===== src/rtl/lcdb_pkg.sv =====
`timescale 1ns/1ps
package lcdb_pkg;
  localparam int BUS_W = 8;
  localparam int RD_REG_STROBES = 5;
  localparam int RD_PIX_STROBES = 4;

  // output colour channel layout: red, green, blue
  localparam int CH_W   [3] = '{5, 6, 5};
  localparam int CH_LSB [3] = '{11, 5, 0};

  typedef enum logic [2:0] {
    OP_CMD8   = 3'd0,
    OP_DATA8  = 3'd1,
    OP_CMD16  = 3'd2,
    OP_DATA16 = 3'd3,
    OP_FILL   = 3'd4,
    OP_RDREG  = 3'd5,
    OP_RDPIX  = 3'd6
  } lcdb_op_e;

  typedef enum logic [3:0] {
    ST_PWR_PRE, ST_PWR_RST, ST_PWR_POST, ST_IDLE,
    ST_WSET, ST_WLO, ST_WHI,
    ST_TURN, ST_RLO, ST_RHI,
    ST_CSHI, ST_DONE
  } lcdb_st_e;
endpackage


===== src/rtl/lcdb_timer.sv =====
`timescale 1ns/1ps
module lcdb_timer #(
  parameter int TW = 8,
  parameter logic [TW-1:0] INIT = '0
) (
  input  logic          clk,
  input  logic          rst,
  input  logic          load,
  input  logic [TW-1:0] val,
  output logic          zero
);
  logic [TW-1:0] cnt_q;

  always_ff @(posedge clk) begin
    if (rst)               cnt_q <= INIT;
    else if (load)         cnt_q <= val;
    else if (cnt_q != '0)  cnt_q <= cnt_q - 1'b1;
  end

  assign zero = (cnt_q == '0);
endmodule


===== src/rtl/lcdb_rgb565.sv =====
`timescale 1ns/1ps
module lcdb_rgb565
  import lcdb_pkg::*;
(
  input  logic [23:0] raw,
  output logic [15:0] rgb
);
  for (genvar c = 0; c < 3; c++) begin : g_ch
    localparam int SRC_LSB = 8 * (2 - c) + 8 - CH_W[c];
    assign rgb[CH_LSB[c] +: CH_W[c]] = raw[SRC_LSB +: CH_W[c]];
  end
endmodule


===== src/rtl/lcdb_seq.sv =====
`timescale 1ns/1ps
module lcdb_seq
  import lcdb_pkg::*;
#(
  parameter int LO_CYC   = 2,
  parameter int HI_CYC   = 2,
  parameter int PRE_CYC  = 750000,
  parameter int RST_CYC  = 100000,
  parameter int POST_CYC = 5000000,
  parameter int CNT_W    = 16,
  parameter int TW       = 23
) (
  input  logic             clk,
  input  logic             rst,
  input  logic             cmd_valid,
  output logic             cmd_ready,
  input  logic [2:0]       cmd_op,
  input  logic [15:0]      cmd_arg,
  input  logic [CNT_W-1:0] cmd_count,
  output logic             rsp_valid,
  output logic             is_pix,
  output logic [31:0]      acc,
  output logic             tm_load,
  output logic [TW-1:0]    tm_val,
  input  logic             tm_zero,
  output logic             lcd_rst_n,
  output logic             lcd_cs_n,
  output logic             lcd_dc,
  output logic             lcd_wr_n,
  output logic             lcd_rd_n,
  output logic [BUS_W-1:0] lcd_db_out,
  output logic             lcd_db_oe,
  input  logic [BUS_W-1:0] lcd_db_in
);
  localparam logic [TW-1:0] T_LO   = TW'(LO_CYC - 1);
  localparam logic [TW-1:0] T_HI   = TW'(HI_CYC - 1);
  localparam logic [TW-1:0] T_RST  = TW'(RST_CYC - 1);
  localparam logic [TW-1:0] T_POST = TW'(POST_CYC - 1);

  lcdb_st_e         st_q, st_d;
  lcdb_op_e         op_q;
  lcdb_op_e         op_in;
  logic [15:0]      arg_q, wsh_q;
  logic             nb_q;
  logic [CNT_W-1:0] rep_q;
  logic [2:0]       rcnt_q;
  logic [31:0]      acc_q;
  logic             dc_q, wr_n_q, rd_n_q, rst_n_q, cs_n_q, oe_q;

  assign op_in = lcdb_op_e'(cmd_op);

  always_comb begin
    st_d = st_q;
    case (st_q)
      ST_PWR_PRE:  if (tm_zero) st_d = ST_PWR_RST;
      ST_PWR_RST:  if (tm_zero) st_d = ST_PWR_POST;
      ST_PWR_POST: if (tm_zero) st_d = ST_IDLE;
      ST_IDLE: if (cmd_valid) begin
        case (op_in)
          OP_CMD8, OP_DATA8, OP_CMD16, OP_DATA16, OP_RDREG: st_d = ST_WSET;
          OP_FILL:  st_d = (cmd_count == '0) ? ST_IDLE : ST_WSET;
          OP_RDPIX: st_d = ST_TURN;
          default:  st_d = ST_IDLE;
        endcase
      end
      ST_WSET: st_d = ST_WLO;
      ST_WLO:  if (tm_zero) st_d = ST_WHI;
      ST_WHI:  if (tm_zero) begin
        if (nb_q)                                         st_d = ST_WSET;
        else if (op_q == OP_FILL && rep_q > CNT_W'(1))    st_d = ST_WSET;
        else if (op_q == OP_RDREG)                        st_d = ST_TURN;
        else                                              st_d = ST_IDLE;
      end
      ST_TURN: st_d = ST_RLO;
      ST_RLO:  if (tm_zero) st_d = ST_RHI;
      ST_RHI:  if (tm_zero) begin
        if (rcnt_q > 3'd1)          st_d = ST_RLO;
        else if (op_q == OP_RDREG)  st_d = ST_CSHI;
        else                        st_d = ST_DONE;
      end
      ST_CSHI: if (tm_zero) st_d = ST_DONE;
      ST_DONE: st_d = ST_IDLE;
      default: st_d = ST_IDLE;
    endcase
  end

  assign tm_load = (st_d != st_q);
  always_comb begin
    case (st_d)
      ST_PWR_RST:             tm_val = T_RST;
      ST_PWR_POST:            tm_val = T_POST;
      ST_WLO, ST_RLO:         tm_val = T_LO;
      ST_WHI, ST_RHI, ST_CSHI: tm_val = T_HI;
      default:                tm_val = '0;
    endcase
  end

  always_ff @(posedge clk) begin
    if (rst) begin
      st_q   <= ST_PWR_PRE;
      op_q   <= OP_CMD8;
      arg_q  <= '0;
      wsh_q  <= '0;
      nb_q   <= 1'b0;
      rep_q  <= '0;
      rcnt_q <= '0;
      acc_q  <= '0;
      dc_q   <= 1'b1;
    end else begin
      st_q <= st_d;
      case (st_q)
        ST_IDLE: if (cmd_valid) begin
          op_q   <= op_in;
          arg_q  <= cmd_arg;
          rep_q  <= cmd_count;
          dc_q   <= !(op_in == OP_CMD8 || op_in == OP_CMD16 || op_in == OP_RDREG);
          nb_q   <= (op_in == OP_CMD16 || op_in == OP_DATA16 || op_in == OP_FILL);
          wsh_q  <= (op_in == OP_CMD16 || op_in == OP_DATA16 || op_in == OP_FILL)
                    ? cmd_arg : {cmd_arg[7:0], 8'h00};
          rcnt_q <= (op_in == OP_RDREG) ? 3'(RD_REG_STROBES) : 3'(RD_PIX_STROBES);
        end
        ST_WHI: if (tm_zero) begin
          if (nb_q) begin
            wsh_q <= {wsh_q[7:0], 8'h00};
            nb_q  <= 1'b0;
          end else if (op_q == OP_FILL && rep_q > CNT_W'(1)) begin
            rep_q <= rep_q - 1'b1;
            wsh_q <= arg_q;
            nb_q  <= 1'b1;
          end else begin
            dc_q <= 1'b1;
          end
        end
        ST_RLO: if (tm_zero) acc_q <= {acc_q[23:0], lcd_db_in};
        ST_RHI: if (tm_zero) rcnt_q <= rcnt_q - 1'b1;
        default: ;
      endcase
    end
  end

  // bus pins registered from the next state so they never glitch
  always_ff @(posedge clk) begin
    if (rst) begin
      wr_n_q <= 1'b1; rd_n_q <= 1'b1; rst_n_q <= 1'b1; cs_n_q <= 1'b1; oe_q <= 1'b1;
    end else begin
      wr_n_q  <= (st_d != ST_WLO);
      rd_n_q  <= (st_d != ST_RLO);
      rst_n_q <= (st_d != ST_PWR_RST);
      cs_n_q  <= (st_d == ST_PWR_PRE || st_d == ST_PWR_RST ||
                  st_d == ST_PWR_POST || st_d == ST_CSHI);
      oe_q    <= !(st_d == ST_TURN || st_d == ST_RLO ||
                   st_d == ST_RHI  || st_d == ST_CSHI);
    end
  end

  assign cmd_ready  = (st_q == ST_IDLE);
  assign rsp_valid  = (st_q == ST_DONE);
  assign is_pix     = (op_q == OP_RDPIX);
  assign acc        = acc_q;
  assign lcd_dc     = dc_q;
  assign lcd_wr_n   = wr_n_q;
  assign lcd_rd_n   = rd_n_q;
  assign lcd_rst_n  = rst_n_q;
  assign lcd_cs_n   = cs_n_q;
  assign lcd_db_oe  = oe_q;
  assign lcd_db_out = wsh_q[15:8];

  AST_RST_PARKED: assert property (@(posedge clk) disable iff (rst)
    !lcd_rst_n |-> (lcd_cs_n && lcd_dc && lcd_wr_n && lcd_rd_n && !cmd_ready));
  AST_DATA_SETUP: assert property (@(posedge clk) disable iff (rst)
    $fell(lcd_wr_n) |-> $stable(lcd_db_out));
  AST_DATA_HOLD: assert property (@(posedge clk) disable iff (rst)
    (!lcd_wr_n && $past(!lcd_wr_n)) |-> $stable(lcd_db_out));
  AST_WR_DRIVES: assert property (@(posedge clk) disable iff (rst)
    !lcd_wr_n |-> (lcd_db_oe && !lcd_cs_n));
  AST_OE_BEFORE_RD: assert property (@(posedge clk) disable iff (rst)
    $fell(lcd_rd_n) |-> $past(!lcd_db_oe));
  AST_RD_NO_DRIVE: assert property (@(posedge clk) disable iff (rst)
    !lcd_rd_n |-> (!lcd_db_oe && lcd_dc && lcd_wr_n));
  AST_RSP_PULSE: assert property (@(posedge clk) disable iff (rst)
    rsp_valid |=> !rsp_valid);
  AST_RSP_SELECTED: assert property (@(posedge clk) disable iff (rst)
    rsp_valid |-> (!lcd_cs_n && lcd_rd_n && !cmd_ready));
  AST_IDLE_QUIET: assert property (@(posedge clk) disable iff (rst)
    cmd_ready |-> (lcd_wr_n && lcd_rd_n && lcd_db_oe));
  AST_OP_KNOWN: assert property (@(posedge clk) disable iff (rst)
    (cmd_valid && cmd_ready) |-> (cmd_op != 3'd7));
endmodule


===== src/rtl/lcdb_master.sv =====
`timescale 1ns/1ps
module lcdb_master
  import lcdb_pkg::*;
#(
  parameter int LO_CYC   = 2,
  parameter int HI_CYC   = 2,
  parameter int PRE_CYC  = 750000,
  parameter int RST_CYC  = 100000,
  parameter int POST_CYC = 5000000,
  parameter int CNT_W    = 16
) (
  input  logic             clk,
  input  logic             rst,
  input  logic             cmd_valid,
  output logic             cmd_ready,
  input  logic [2:0]       cmd_op,
  input  logic [15:0]      cmd_arg,
  input  logic [CNT_W-1:0] cmd_count,
  output logic             rsp_valid,
  output logic [31:0]      rsp_data,
  output logic             lcd_rst_n,
  output logic             lcd_cs_n,
  output logic             lcd_dc,
  output logic             lcd_wr_n,
  output logic             lcd_rd_n,
  output logic [7:0]       lcd_db_out,
  output logic             lcd_db_oe,
  input  logic [7:0]       lcd_db_in
);
  localparam int MAX_AB  = (PRE_CYC > RST_CYC) ? PRE_CYC : RST_CYC;
  localparam int MAX_ABC = (MAX_AB > POST_CYC) ? MAX_AB : POST_CYC;
  localparam int MAX_PH  = (LO_CYC > HI_CYC) ? LO_CYC : HI_CYC;
  localparam int MAX_ALL = (MAX_ABC > MAX_PH) ? MAX_ABC : MAX_PH;
  localparam int TW      = $clog2(MAX_ALL + 1);
  localparam logic [TW-1:0] T_PRE = TW'(PRE_CYC - 1);

  logic          tm_load, tm_zero, is_pix;
  logic [TW-1:0] tm_val;
  logic [31:0]   acc;
  logic [15:0]   pix565;

  lcdb_timer #(.TW(TW), .INIT(T_PRE)) i_timer (
    .clk(clk), .rst(rst), .load(tm_load), .val(tm_val), .zero(tm_zero)
  );

  lcdb_seq #(
    .LO_CYC(LO_CYC), .HI_CYC(HI_CYC), .PRE_CYC(PRE_CYC), .RST_CYC(RST_CYC),
    .POST_CYC(POST_CYC), .CNT_W(CNT_W), .TW(TW)
  ) i_seq (
    .clk(clk), .rst(rst),
    .cmd_valid(cmd_valid), .cmd_ready(cmd_ready), .cmd_op(cmd_op),
    .cmd_arg(cmd_arg), .cmd_count(cmd_count),
    .rsp_valid(rsp_valid), .is_pix(is_pix), .acc(acc),
    .tm_load(tm_load), .tm_val(tm_val), .tm_zero(tm_zero),
    .lcd_rst_n(lcd_rst_n), .lcd_cs_n(lcd_cs_n), .lcd_dc(lcd_dc),
    .lcd_wr_n(lcd_wr_n), .lcd_rd_n(lcd_rd_n), .lcd_db_out(lcd_db_out),
    .lcd_db_oe(lcd_db_oe), .lcd_db_in(lcd_db_in)
  );

  lcdb_rgb565 i_rgb (.raw(acc[23:0]), .rgb(pix565));

  assign rsp_data = is_pix ? {16'h0000, pix565} : acc;
endmodule


===== config.mk =====
export PLATFORM = sky130hd
export DESIGN_NAME = lcdb_master
export DESIGN_NICKNAME = d
export VERILOG_FILES = /design/src/rtl/lcdb_pkg.sv /design/src/rtl/lcdb_timer.sv /design/src/rtl/lcdb_rgb565.sv /design/src/rtl/lcdb_seq.sv /design/src/rtl/lcdb_master.sv
export SDC_FILE = /design/constraint.sdc
export NUM_CORES = 1
export LEC_CHECK = 0
export BUFFER_PORTS_ARGS = -buffer_cell sky130_fd_sc_hd__buf_4
export CORE_ASPECT_RATIO = 0.5
export CORE_MARGIN = 4
export CORE_UTILIZATION = 30
export DETAILED_ROUTE_END_ITERATION = 16
export PLACE_DENSITY = 0.46
export SLEW_MARGIN = 20
export SYNTH_ARGS = -nofsm -noshare
export SYNTH_HDL_FRONTEND = slang
export SYNTH_SLANG_ARGS = --single-unit

===== constraint.sdc =====
create_clock -name clk -period 5.3 [get_ports clk]
set_input_delay 1.06 -clock clk [delete_from_list [all_inputs] [get_ports clk]]
set_output_delay 1.06 -clock clk [all_outputs]
set_load 0.02 [all_outputs]

==> run metrics, run 1 <==
status finished, final reports clean; CP Class flip-flop to flip-flop; Cell Rows 36; # setup viols final 0; most common cell in the netlist nand2_1; mux contribution to synthesized area roughly 4.4%; setup slack at placement ~1.3 ns; Yosys top cell by area dfxtp_1; Post-CTS Setup Repair Bufs 0; Max-slew headroom a little over a third; Starting Density 31.2%; Synth Area in Compound Gates between 20 and 25%; critical path startpoint category flip-flop; top cells by area, synth dfxtp_1, nand2_1, a21oi_1, nor2_1, o21ai_0; routed via count about 5800; area grow syn2layout 22.7%; cells after synthesis 795; Min-Delay Path Class flip-flop to flip-flop; Seq/Total Area, Yosys between 30% and 40%; post-synthesis simple-gate area fraction about a quarter; VDD IR max approximately 0.21 mV; post-synthesis async set-or-reset flop share 0%; Final ANT Viol Nets 0; die width approximately 210 µm; WHS 0.448 ns; Die Height 110 µm; Cell Area, Synth 6200 µm²; PortBufs just over 90; clk sinks between 100 and 150; total gr overflow 0; pin count of the biggest net entering global routing 82; Final #Nets around 900; WP data required between 5 and 6 ns; Clock Tree Root clkbuf_16; Core Region 19900 µm²; cts repair resizes 0; largest family of logic cells by synthesized area simple AND/OR/NAND/NOR gates; xor and xnor area share after synthesis under 10%; H-tree Lvls 4; Power Density approximately 280 nW/µm²; Placed Instance Area 7030 µm²; Num CTS Buffers 17; final setup TNS 0 ns; overall global routing resource usage 15.7%; first-pass GRT wire length a little under 30000 µm; CTS tree yes; Top Ports 94; final worst path period need roughly 3.6 ns; vias in the first global route between 5000 and 6000; share of layout cells above drive strength 1 19.1%; most used flip-flop cell after synthesis dfxtp_1; Slew @ Worst Pin just under 1 ns; count of pins over their slew limit 0; routed len/inst about 16 µm; Design Power 2.12 mW; Yosys Warn Count 0; Final Cycle Share around two thirds; Fmax around 280 MHz; clk slew on worst S/H paths roughly 0.060 ns; die area approximately 23000 µm²; fill cell count 2085; Cell variety after synth between 60 and 70; top cell type's share of synthesized area around 39%; initial antenna violation count 0; ANT cells 0; Post-synth top cells nand2_1, dfxtp_1, a21oi_1, nor2_1, clkbuf_1; Worst Slack Setup Final between 1.5 and 2 ns; Via density about 5; routed wire length between 15000 and 20000 µm; Post-synth EDFFs 0; worst skew pair latency roughly 0.41 ns; Clock Skew between 0.008 and 0.009 ns; design area roughly 7600 µm²; area of the multi-input gates about 3500 µm²; number of max-cap violations 0; post-synthesis register bit count 120; DRC viols 0; # hold bufs at CTS 0; drt first pass iters 5; Initial DRC Count 414; CP arrival slightly below 4 ns; Final Hold Vio Count 0; Lkg Pwr roughly 2.8 nW; Seq. cell area approximately 2400 µm²; unrepaired setup endpoints after global routing no; Clock Path Buffers 2; Post-Synth Adder-Cell Area less than 1%; worst-path fanout max 25; RePlAce Congestion approximately 0.76; Syn Area/Cell 7.80 µm²; detailed placer's ending HPWL roughly 12000 µm; Crit. End Element flip-flop; Synthesized Nets approximately 850
layout by cell type (no fill, tap or decap), drive strengths merged, types with 5 or more instances in the layout:
cell and instances:
a221oi 16, nand2b 11, o21ai 39, clkbuf 22, nand3 10, o31ai 5, nand2 137, o211ai 11
xnor2 14, inv 12, nor3 28, or3 8, nor2b 10, a22oi 5, mux2i 9, and3 5
mux2 16, xor2 6, buf 102, dfxtp 120, a21oi 96, nor4 12, a211oi 20, and2 19
or4 6, nor2 65
report_power, final:
group          switching, mW  internal (mW)
logic                 0.0426         0.0348
registers            0.00223          0.905
clock network          0.416          0.721
total                  0.461           1.66
layout make-up:
type	count	area share, %
clock buffer	22	6.23
clock inverter	8	1.28
inverter	12	0.592
multi-input combinational	600	45.8
sequential	120	31.6
tap	266	4.37
timing repair buffer	102	10.2
registers in the layout (all words and copies together) (netlist names):
name and count:
i_seq.acc 32, i_seq.arg_q 16, i_seq.lcd_cs_n 1, i_seq.lcd_db_oe 1, i_seq.lcd_dc 1, i_seq.lcd_rd_n 1
i_seq.lcd_rst_n 1, i_seq.lcd_wr_n 1, i_seq.nb_q 1, i_seq.op_q 3, i_seq.rcnt_q 3, i_seq.rep_q 16
i_seq.st_q 4, i_seq.wsh_q 16, i_timer.cnt_q 23
layer usage:
layer	GRT usage (%)	share of wire, %	up-vias	routed length [µm]
met2	25.0	45	116	8050
met5	0	0	-	0
met1	21.8	51	2695	9110
met4	3.77	0.77	0	139
met3	3.42	4.0	14	723
li1	-	-	2931	-
cells by family after synthesis:
logic type,after synthesis
DFF,120
muxes,25
xor gates and xnor gates,20
AOI/OAI and AO/OA,223
adders and majority gates,4
buffers and inverters,75
and+or+nand+nor,328
worst max-delay path: stages (launching register included):
cell	delay, ns
dfxtp_1	0.34
inv_1	0.07
ha_1	0.19
or4b_1	0.52
nor3_2	0.34
nand2_1	0.35
o21ai_1	0.46
o21a_1	0.73
o21ai_0	0.20
a221oi_1	0.33
path summary, 6_finish.rpt:
check | endpoint | from | slack (ns) | cells past startpoint
setup / recovery | i_seq.rep_q[0] | i_timer.cnt_q[0] | 1.67 | 9
hold / removal | i_seq.arg_q[9] | i_seq.arg_q[9] | 0.45 | 2
setup reg to reg | i_seq.rep_q[0] | i_timer.cnt_q[0] | 1.67 | 9
hold reg to reg | i_seq.arg_q[9] | i_seq.arg_q[9] | 0.45 | 2
through the flow:
step	utilization, %	std cells
floorplan	-	795
global placement	35.3	1099
detailed placement	35.4	1100
CTS	38.3	1130
global route	38.3	1130
finish	38.3	1130
Power figures use the tool's default switching activity.
==> run 2: changes to the inputs <==
Settings changed: ABC_AREA set to 1.
Clock period 5.3 ns to 3.6 ns, I/O delays scaled along.
==> run 2 against run 1 <==
Final cell count grew 14%. Area after synthesis grew 1.0%. Total power grew 60%. Combinational power grew 71%. Critical endpoint is now i_timer.cnt_q[14]. Synthesized cell count grew 17%. Clock skew is essentially flat. Highest routed layer unchanged. Non-clock buffer count grew 4. Via count grew 4.2%.
==> run metrics, run 2 <==
post-synthesis async set-or-reset flop share 0%; Min-Delay Path Class flip-flop to flip-flop; PortBufs 93; Final Cycle Share 77.5%; Cell variety after synth 39; worst skew pair latency 0.41 ns; cells after synthesis roughly 930; detailed placer's ending HPWL ~12000 µm; Lkg Pwr ~3.4 nW; unrepaired setup endpoints after global routing no; Clock Path Buffers 2; routed len/inst 13.8 µm; Num CTS Buffers 17; overall global routing resource usage between 15 and 20%; Sw Pwr 707 µW; # setup viols final 0; grt met2 use 24.7%; Synthesized Nets between 900 and 1000; first-pass GRT wire length between 20000 and 30000 µm; Cell Rows 37; most used flip-flop cell after synthesis dfxtp_1; initial antenna violation count 0; Yosys Warn Count 0; routed wire length about 18000 µm; Final ANT Viol Nets 0; VDD IR max just over 0.3 mV; final worst path period need ~2.8 ns; design area between 7000 and 8000 µm²; worst path cell trace inv_1 > ha_1 > nand2_2 > nor2_8 > nand3_1 > nand2_1 > nand2_1 > inv_2 > nand3_1 > nand2_1 > a21oi_2 > nor2_8 > nand2_8 > inv_4 > nand2_4 > nand2_1 > nand2_1; routed via count 5999; Starting Density around 31%; Cell Area, Synth 6270 µm²; met1 Resource Use GR between 20% and 30%; RePlAce Congestion ~0.88; Gate power share under 10%; Die Height between 100 and 150 µm; Max-slew headroom approximately three fifths; cts repair resizes 0; sw frac between 20% and 30%; internal power between 2 and 3 mW; total gr overflow 0; slowest stage cell, crit path dfxtp_1; reg2reg setup slack a little over 0.8 ns; most frequent cells in the layout nand2_1, nor2_1, dfxtp_1, inv_1, buf_4; Clock Skew ~0.0087 ns; CP Class flip-flop to flip-flop; DRC viols 0; worst setup path start i_timer.cnt_q[0]; Final Hold Vio Count 0; R2R Path Start i_timer.cnt_q[0]; die width 212 µm; Critical Path Max Stage Delay 0.36 ns; min-delay src i_seq.arg_q[15]; most used cell, CP nand2_1; CTS tree yes; Power Density between 400 and 500 nW/µm²; Post-synth EDFFs 0; final setup TNS 0 ns; most common cell in the netlist nand2_1; Final #Nets ~1100; share of layout cells above drive strength 1 between 15 and 20%; Yosys top cell by area dfxtp_1; status finished, final reports clean; Fmax between 300 and 400 MHz; pin count of the biggest net entering global routing between 40 and 50; # hold bufs at CTS 0; crit path buf inv count 3; Initial DRC Count about 410; count of pins over their slew limit 0; Via density 4.65; vias in the first global route 5781; critical path startpoint category flip-flop; number of max-cap violations 0; Clock Tree Root clkbuf_16; sequential share of power between 30% and 40%; max reg flops 32; busiest layer in global routing met2; post-synthesis register bit count 120; Syn Area/Cell between 6 and 7 µm²; Core Region 20600 µm²; Slew @ Worst Pin 0.604 ns; H-tree Lvls 4; Clock power frac 56.9%; area grow syn2layout 25.3%; worst-path fanout max 18; Post-synth top cells nand2_1, nor2_1, dfxtp_1, inv_1, o21ai_0; met3 Use GR approximately 3.2%; clk sinks 120; most common cell after layout, fill and taps aside nand2_1; Core Util, Final about two fifths; top cells by area, synth dfxtp_1, nand2_1, nor2_1, o21ai_0, inv_1; Worst path top cell family by delay simple AND/OR/NAND/NOR gates; Top Ports 94; die area roughly 23000 µm²; WP data required 3.88 ns; CP arrival a little over 3 ns; Post-CTS Setup Repair Bufs 0; Seq/Total Area, Yosys a little under two fifths; Placed Instance Area between 7000 and 8000 µm²; top cell type's share of synthesized area a little under two fifths; clk slew on worst S/H paths around 0.060 ns; drt first pass iters 5; Crit. End Element flip-flop; ANT cells 0
run 2: kinds of logic (layout without fill, tap and decap cells):
kind of cell | after synthesis | count (layout) | share of synthesized area [%]
buffers and inverters | 162 | 252 | 10.6
AOI/OAI and AO/OA | 226 | 226 | 19.7
DFF | 120 | 120 | 38.3
muxes | 1 | 1 | 0.180
adders and majority gates | 4 | 4 | 0.798
xor gates and xnor gates | 26 | 26 | 3.63
and+or+nand+nor | 389 | 389 | 26.8
run 2: per-layer routing:
layer	wire length [µm]	vias to the layer above
li1	-	3175
met3	701	16
met1	8930	2698
met2	7990	110
met5	0	-
met4	189	0
run 2: area by class of cell:
cell class | instances | area [µm²]
Inverter | 114 | 430
Clock buffer | 21 | 480
Fill cell | 2227 | 12700
Multi-Input combinational cell | 646 | 3210
Tap cell | 273 | 342
Timing Repair Buffer | 106 | 796
Sequential cell | 120 | 2400
Clock inverter | 11 | 193
run 2: metrics by stage:
stage                     setup WS (ns)  power, mW  hold WS (ns)  cells
after floorplan                    1.32       1.43         0.430    928
after global placement            0.842       1.50         0.438   1259
after detailed placement          0.830       1.50         0.444   1259
after CTS                         0.815       3.45         0.452   1291
after global routing              0.545       3.52         0.467   1291
final                             0.811       3.40         0.449   1291
run 2: worst paths after layout:
path	cells past startpoint	endpoint
worst max-delay path	17	i_timer.cnt_q[14]
worst min-delay path	2	i_seq.arg_q[15]
worst max register to register	17	i_timer.cnt_q[14]
worst min register to register	2	i_seq.arg_q[15]
run 2: power groups by stage:
stage / logic (mW) / registers [mW] / clock network (mW)
finish: 0.132 / 1.33 / 1.93
global route: 0.147 / 1.33 / 2.04
CTS: 0.134 / 1.33 / 1.98
detailed placement: 0.133 / 1.36 / 0
global placement: 0.134 / 1.36 / 0
floorplan: 0.0631 / 1.36 / 0
run 2: worst reg2reg max path: stages, from the launching register on:
cell     delay (ns)
dfxtp_1        0.36
inv_1          0.12
ha_1           0.24
nand2_2        0.13
nor2_8         0.18
nand3_1        0.26
nand2_1        0.17
nand2_1        0.09
inv_2          0.06
nand3_1        0.06
nand2_1        0.13
a21oi_2        0.11
nor2_8         0.28
nand2_8        0.12
inv_4          0.10
nand2_4        0.10
nand2_1        0.09
nand2_1        0.04
